File: src/rtl/spi_stat_pkg.sv
package spi_stat_pkg;
  localparam int CHAR_W = 8;
  localparam int CNT_W  = $clog2(CHAR_W + 1);
  localparam int SEL_W  = $clog2(CHAR_W);

  // status bit positions (software decodes these)
  localparam int B_IRQ  = 7;
  localparam int B_OVR  = 6;
  localparam int B_COL  = 5;
  localparam int B_ABT  = 4;
  localparam int B_TXST = 1;
  localparam int B_SLAS = 0;
  localparam int FLAG_N = 4;

  typedef logic [CHAR_W-1:0] char_t;
  typedef logic [CNT_W-1:0]  cnt_t;

  // length code 0 selects the full character width
  function automatic cnt_t len_of(input logic [SEL_W-1:0] code);
    if (code == '0) return cnt_t'(CHAR_W);
    return cnt_t'(code);
  endfunction

  function automatic char_t char_mask(input cnt_t len);
    logic [CHAR_W:0] one_h;
    one_h = ((CHAR_W+1)'(1) << len) - (CHAR_W+1)'(1);
    return one_h[CHAR_W-1:0];
  endfunction

  // left-align the low len bits so the MSB of the character leaves first
  function automatic char_t align_tx(input char_t data, input cnt_t len);
    return data << (cnt_t'(CHAR_W) - len);
  endfunction

  // write-one-to-clear flag with set priority
  function automatic logic w1c_next(input logic q, input logic set, input logic clr);
    return set | (q & ~clr);
  endfunction
endpackage

File: src/rtl/spi_shift_engine.sv
module spi_shift_engine
  import spi_stat_pkg::*;
(
  input  logic             clk,
  input  logic             rst_n,
  input  logic             en,
  input  logic             master,
  input  logic             brg_timer,
  input  logic [SEL_W-1:0] nbits,
  input  logic             tx_load,
  input  char_t            tx_data,
  input  logic             bit_tick,
  input  logic             sck_in,
  input  logic             sdi,
  input  logic             ss_n,
  output logic             busy,
  output logic             sdo,
  output char_t            rx_char,
  output logic             done_ev,
  output logic             abort_ev,
  output logic             fault_ev
);
  cnt_t  cnt;
  char_t shreg, tx_hold, shift_val;
  logic  sck_q, shifted;
  cnt_t  len;
  logic  m_step, s_step, step_ev, start_m, start_s, drop_s;

  assign len       = len_of(nbits);
  assign shift_val = {shreg[CHAR_W-2:0], sdi};
  assign sdo       = shreg[CHAR_W-1];

  // named events
  assign fault_ev = en & master & ~ss_n;
  assign abort_ev = en & ~master & busy & ss_n & shifted;
  assign drop_s   = en & ~master & busy & ss_n;
  assign m_step   = en & master & busy & bit_tick & ~brg_timer & ~fault_ev;
  assign s_step   = en & ~master & busy & ~ss_n & sck_in & ~sck_q;
  assign step_ev  = m_step | s_step;
  assign done_ev  = step_ev & (cnt == cnt_t'(1));
  assign start_m  = en & master & ~busy & tx_load & ~fault_ev;
  assign start_s  = en & ~master & ~busy & ~ss_n;

  always_ff @(posedge clk or negedge rst_n) begin
    if (!rst_n) begin
      busy    <= 1'b0;
      cnt     <= '0;
      shreg   <= '0;
      tx_hold <= '0;
      rx_char <= '0;
      sck_q   <= 1'b0;
      shifted <= 1'b0;
    end else begin
      sck_q <= sck_in;
      if (tx_load) tx_hold <= tx_data;
      if (!en) begin
        busy    <= 1'b0;
        shifted <= 1'b0;
      end else if (start_m) begin
        busy    <= 1'b1;
        cnt     <= len;
        shreg   <= align_tx(tx_data, len);
        shifted <= 1'b0;
      end else if (start_s) begin
        busy    <= 1'b1;
        cnt     <= len;
        shreg   <= align_tx(tx_hold, len);
        shifted <= 1'b0;
      end else if (fault_ev || drop_s) begin
        busy    <= 1'b0;
        shifted <= 1'b0;
      end else if (step_ev) begin
        shreg   <= shift_val;
        cnt     <= cnt - cnt_t'(1);
        shifted <= 1'b1;
        if (cnt == cnt_t'(1)) begin
          busy    <= 1'b0;
          rx_char <= shift_val & char_mask(len);
        end
      end
    end
  end

  a_r8_done_goes_idle: assert property (@(posedge clk) disable iff (!rst_n)
    done_ev |=> !busy);
  a_r7_count_in_range: assert property (@(posedge clk) disable iff (!rst_n)
    busy |-> (cnt >= cnt_t'(1) && cnt <= cnt_t'(CHAR_W)));
  a_r7_start_loads_len: assert property (@(posedge clk) disable iff (!rst_n)
    start_m |=> (busy && cnt == $past(len)));
  a_r11_fault_stops: assert property (@(posedge clk) disable iff (!rst_n)
    fault_ev |=> !busy);
  a_r9_abort_ends: assert property (@(posedge clk) disable iff (!rst_n)
    abort_ev |=> !busy);
  a_r6_timer_inhibit: assert property (@(posedge clk) disable iff (!rst_n)
    (en && master && busy && brg_timer && !fault_ev) |=> $stable(cnt));
endmodule

File: src/rtl/spi_status_reg.sv
module spi_status_reg
  import spi_stat_pkg::*;
(
  input  logic              clk,
  input  logic              rst_n,
  input  logic              en,
  input  logic              ss_n,
  input  logic              busy,
  input  logic              done_ev,
  input  logic              abort_ev,
  input  logic              fault_ev,
  input  logic              force_irq,
  input  logic              rx_rd,
  input  logic              wr_en,
  input  logic [FLAG_N-1:0] wr_hi,
  output char_t             stat
);
  logic irq, ovr, col, abt, slas, rx_full;
  logic irq_set, ovr_set, col_set, abt_set;
  logic [FLAG_N-1:0] clr;

  assign irq_set = en & (done_ev | abort_ev | force_irq);
  assign ovr_set = en & done_ev & rx_full & ~rx_rd;
  assign col_set = en & fault_ev;
  assign abt_set = en & abort_ev;
  assign clr     = wr_en ? wr_hi : '0;

  always_ff @(posedge clk or negedge rst_n) begin
    if (!rst_n) begin
      {irq, ovr, col, abt} <= '0;
      slas    <= 1'b1;
      rx_full <= 1'b0;
    end else if (!en) begin
      {irq, ovr, col, abt} <= '0;
      slas    <= 1'b1;
      rx_full <= 1'b0;
    end else begin
      irq     <= w1c_next(irq, irq_set, clr[3]);
      ovr     <= w1c_next(ovr, ovr_set, clr[2]);
      col     <= w1c_next(col, col_set, clr[1]);
      abt     <= w1c_next(abt, abt_set, clr[0]);
      slas    <= ss_n;
      rx_full <= done_ev | (rx_full & ~rx_rd);
    end
  end

  always_comb begin
    stat         = '0;
    stat[B_IRQ]  = irq;
    stat[B_OVR]  = ovr;
    stat[B_COL]  = col;
    stat[B_ABT]  = abt;
    stat[B_TXST] = busy;
    stat[B_SLAS] = slas;
  end

  a_r1_off_reset: assert property (@(posedge clk) disable iff (!rst_n)
    !en |=> (stat == char_t'(8'h01)));
  a_r4_set_wins: assert property (@(posedge clk) disable iff (!rst_n)
    (irq_set && clr[3]) |=> stat[B_IRQ]);
  a_r3_clear_ovr: assert property (@(posedge clk) disable iff (!rst_n)
    (en && clr[2] && !ovr_set) |=> !stat[B_OVR]);
  a_r5_irq_on_done: assert property (@(posedge clk) disable iff (!rst_n)
    (en && done_ev) |=> stat[B_IRQ]);
  a_r9_abort_flags: assert property (@(posedge clk) disable iff (!rst_n)
    (en && abort_ev) |=> (stat[B_ABT] && stat[B_IRQ]));
  a_r10_overrun: assert property (@(posedge clk) disable iff (!rst_n)
    ovr_set |=> stat[B_OVR]);
  a_r11_collision: assert property (@(posedge clk) disable iff (!rst_n)
    col_set |=> stat[B_COL]);
  a_r12_select_state: assert property (@(posedge clk) disable iff (!rst_n)
    en |=> (stat[B_SLAS] == $past(ss_n)));
endmodule

File: src/rtl/spi_stat_ctrl.sv
module spi_stat_ctrl
  import spi_stat_pkg::*;
(
  input  logic             clk,
  input  logic             rst_n,
  input  logic             spi_en,
  input  logic             is_master,
  input  logic             brg_timer,
  input  logic [SEL_W-1:0] char_bits,
  input  logic             tx_load,
  input  logic [CHAR_W-1:0] tx_data,
  input  logic             bit_tick,
  input  logic             sck_in,
  input  logic             sdi,
  input  logic             ss_n,
  input  logic             force_irq,
  input  logic             rx_rd,
  input  logic             reg_wr,
  input  logic [CHAR_W-1:0] reg_wdata,
  output logic             sdo,
  output logic [CHAR_W-1:0] rx_data,
  output logic [CHAR_W-1:0] status
);
  logic busy, done_ev, abort_ev, fault_ev;
  logic [CHAR_W-FLAG_N-1:0] wr_unused_lo;

  assign wr_unused_lo = reg_wdata[CHAR_W-FLAG_N-1:0];

  spi_shift_engine u_eng (
    .clk      (clk),
    .rst_n    (rst_n),
    .en       (spi_en),
    .master   (is_master),
    .brg_timer(brg_timer),
    .nbits    (char_bits),
    .tx_load  (tx_load),
    .tx_data  (tx_data),
    .bit_tick (bit_tick),
    .sck_in   (sck_in),
    .sdi      (sdi),
    .ss_n     (ss_n),
    .busy     (busy),
    .sdo      (sdo),
    .rx_char  (rx_data),
    .done_ev  (done_ev),
    .abort_ev (abort_ev),
    .fault_ev (fault_ev)
  );

  spi_status_reg u_stat (
    .clk      (clk),
    .rst_n    (rst_n),
    .en       (spi_en),
    .ss_n     (ss_n),
    .busy     (busy),
    .done_ev  (done_ev),
    .abort_ev (abort_ev),
    .fault_ev (fault_ev),
    .force_irq(force_irq),
    .rx_rd    (rx_rd),
    .wr_en    (reg_wr),
    .wr_hi    (reg_wdata[CHAR_W-1:CHAR_W-FLAG_N]),
    .stat     (status)
  );

  a_r2_reserved_zero: assert property (@(posedge clk) disable iff (!rst_n)
    status[3:2] == 2'b00);
endmodule

File: config.mk
export PLATFORM = sky130hd
export DESIGN_NAME = spi_stat_ctrl
export DESIGN_NICKNAME = d
export VERILOG_FILES = /design/src/rtl/spi_stat_pkg.sv /design/src/rtl/spi_shift_engine.sv /design/src/rtl/spi_status_reg.sv /design/src/rtl/spi_stat_ctrl.sv
export SDC_FILE = /design/constraint.sdc
export NUM_CORES = 1
export LEC_CHECK = 0
export CORE_UTILIZATION = 48
export DETAILED_ROUTE_END_ITERATION = 6
export PLACE_DENSITY = 0.75
export SYNTH_ARGS = -nofsm -noshare
export SYNTH_HDL_FRONTEND = slang
export SYNTH_SLANG_ARGS = --single-unit
File: constraint.sdc
create_clock -name clk -period 2.29 [get_ports clk]
set_clock_uncertainty 0.05 [all_clocks]
set_input_delay 0.458 -clock clk [delete_from_list [all_inputs] [get_ports clk]]
set_output_delay 0.458 -clock clk [all_outputs]
set_load 0.02 [all_outputs]
==> impl_metrics.csv <==
group,metric,value,unit
sta,maxSlewViolCount,0,
min_path,min_path_type,"in -> async",
sta,fmax,434.0,MHz
place,place_congestion,0.9201,
global_routing,grt_pass1_vias,1893,
finish,final_common_cell,"clkdlybuf4s50_1",
pwr,peakVddDrop,0.3434,mV
clock_tree,clkTransAtPathRegs,0.07,ns
run_status,violations,"negative setup slack",
critical_path,critical_path_class,"in -> reg",
synthesis,syn-cell-area,2392,sq um
global_routing,antenna_found_initial,0,
pwr,p_leak,1.381,nW
clock_tree,htree_levels,2,
finish,antenna_cells,0,
route,dr.pass1.iters,4,
route,wl_per_cell,13.57,um
synthesis,syn-instance-count,262,
clock_tree,clockBufferDepth,2,
sta,hold_viol,0,
die,dieArea,5270,sq um
critical_path,cp-end-kind,"flip-flop",
synthesis,ys.flop_type,"dfrtp_1",
finish,syn_to_final_growth,31.75,%
route,wirelength,5266,um
global_routing,grt_pass1_wl,8590,um
finish,final_cell_mix,"40 x clkdlybuf4s50_1, 36 x dfrtp_1, 34 x nand2_1, 34 x buf_4, 22 x nor2_1",
die,die_w,72.60,um
synthesis,yosys.area.top_type,"dfrtp_1",
synthesis,synth_edf_count,0,
critical_path,cp_slowest_stage_delay,0.50,ns
synthesis,synth.avg_cell_area,9.131,sq um
sta,fin_crit_sh,100.6,%
route,via_per_inst,5.263,
critical_path,crit_buf_inv,4,
critical_path,arrival,2.40,ns
sta,worst_pin_slew,0.8117,ns
global_routing,grt_use_total,21.30,%
global_routing,grt_max_degree,38,
die,die_y,72.60,um
place,io_buffers,42,
clock_tree,clock_latency,0.29,ns
clock_tree,cts_sinks,37,
clock_tree,tritoncts,"yes",
critical_path,crit_path_top_delay_cell,"clkdlybuf4s50_1",
critical_path,path_delay_family,"buffers and inverters",
route,drc,0,
sta,min_period,2.304,ns
sta,hold_slack,0.2101,ns
synthesis,netlist_top_cells_area,"dfrtp_1 38%, nand2_1 5.3%, mux2_2 5.2%, ha_1 4.2%, mux2i_1 4.2%",
sta,relSlewSlack,45.89,%
synthesis,async_flop_share,100.0,%
die,io_pins,49,
place,post_dp_cell_area,3017,sq um
synthesis,ys.warnings.count,0,
synthesis,synth_top_area_share,37.66,%
critical_path,critPathRequiredTime,2.38,ns
critical_path,worstPathCellList,"clkdlybuf4s50_1, inv_1, ha_2, ha_4, buf_12, nor3_4, buf_4, a222oi_1, a31oi_1",
synthesis,yosysSeqAreaShare,38.76,%
route,vias,2042,
finish,fin_nets,360,
finish,final_layout_size_suffix_gt1_share,21.18,%
flow_run,maxCapViolCount,0,
global_routing,grt_overflow,0,
finish,post-route-cell-area,3152,sq um
clock_tree,root_buffer,"clkbuf_8",
die,initial_utilization,50.32,%
route,drtIter0Drc,132,
pwr,cellPowerDensity,592.4,nW/um^2
finish,fin_util,66.29,%
sta,setup_tns,-0.01402,ns
place,pre_cts_ws,-0.2665,ns
place,hpwlAfterDp,4064,um
die,rows,25,
die,core-area,4755,sq um
synthesis,synth-seq-cells,37,
critical_path,startpoint_type,"primary input",
sta,setup_viol,1,
synthesis,ys_types,51,
run_status,status,"complete, but fails checks",
sta,setup_slack,-0.01402,ns
route,ant_nets,0,
critical_path,crit_fanout,14,
clock_tree,cts_buffers,5,
## area by class of cell
| class | instances | area (sq um) |
|---|---|---|
| Clock buffer | 7 | 96.34 |
| Clock inverter | 1 | 5.005 |
| Fill cell | 394 | 1603 |
| Inverter | 6 | 22.52 |
| Multi-Input combinational cell | 192 | 1313 |
| Sequential cell | 37 | 927.1 |
| Tap cell | 67 | 83.83 |
| Timing Repair Buffer | 78 | 704.4 |
## metal layers
layer | part of all wire (%) | GRT usage (%) | up-vias
met3 | 5.0 | 4.420 | 8
li1 | - | - | 1021
met5 | 0 | 0 | -
met4 | 1.4 | 6.754 | 0
met1 | 46 | 28.21 | 957
met2 | 48 | 34.99 | 56
## cells in the mapped netlist (3+ instances only)
| cell type | number |
|---|---|
| nor2b_1 | 7 |
| mux2i_1 | 10 |
| nor2_1 | 22 |
| dfrtp_1 | 36 |
| nand2_1 | 34 |
| a22oi_1 | 3 |
| ha_1 | 8 |
| buf_2 | 5 |
| mux2_2 | 11 |
| inv_1 | 6 |
| nor3_1 | 4 |
| o21ai_0 | 17 |
| buf_4 | 9 |
| xnor2_1 | 3 |
| clkbuf_1 | 12 |
| a211oi_1 | 5 |
| a21oi_1 | 14 |
| o211ai_1 | 4 |
| nand2b_1 | 7 |
## worst paths after layout
check / startpoint / to / slack (ns) / cells past startpoint
max in group asynchronous: rst_n / u_eng.tx_hold[3]$_DFFE_PN0P_ / 1.47 / 1
max reg2reg: u_eng.busy$_DFFE_PN0P_ / u_eng.shreg[0]$_DFFE_PN0P_ / 0.46 / 5
min reg2reg: u_eng.rx_char[6]$_DFFE_PN0P_ / u_eng.rx_char[6]$_DFFE_PN0P_ / 0.43 / 2
min: rst_n / u_eng.rx_char[6]$_DFFE_PN0P_ / 0.21 / 1
min in group clk: u_eng.rx_char[6]$_DFFE_PN0P_ / u_eng.rx_char[6]$_DFFE_PN0P_ / 0.43 / 2
max: char_bits[1] / u_eng.shreg[5]$_DFFE_PN0P_ / -0.01 / 9
## where the power goes
part	leakage (nW)	switching (W)	internal, W
clock network	0.0542	0.000227	0.000272
registers	0.457	0.0000847	0.000748
logic	0.871	0.000253	0.000282
## worst reg2reg max path, delay by kind of cell, from the launching register on
family	cells	cell delay, ns
AND/OR/NAND/NOR	3	1.04
flip-flops	1	0.46
AO/OA/AOI/OAI	2	0.22
## metrics by stage
stage | total power, W | cells
floorplan | 0.001154 | 263
global placement | 0.001359 | 379
detailed placement | 0.001370 | 379
CTS | 0.001872 | 387
global route | 0.001968 | 388
finish | 0.001867 | 388
## registers in the layout (all words and copies together) (netlist names), 4 cells and up
name / count
u_eng.rx_char: 8
u_eng.cnt: 4
u_eng.shreg: 8
u_eng.tx_hold: 8
## cells by family after synthesis
kind of cell | share of synthesized area [%]
xor gates and xnor gates | 1.831
and+or+nand+nor | 19.56
adders and majority gates | 4.184
DFF | 38.76
buffers and inverters | 7.635
other | 0.1568
AOI/OAI and AO/OA | 16.63
muxes | 11.24
## what timing repair did
| action | 4_1_cts | 5_1_grt |
|---|---|---|
| resized for setup | 0 | 6 |
| hold buffers | 0 | 0 |
| endpoints found under the hold margin | 0 | 0 |
| endpoints found under the setup margin | 0 | 5 |
| setup buffers | 0 | 1 |
No activity file was read; power rests on OpenSTA's default activity.
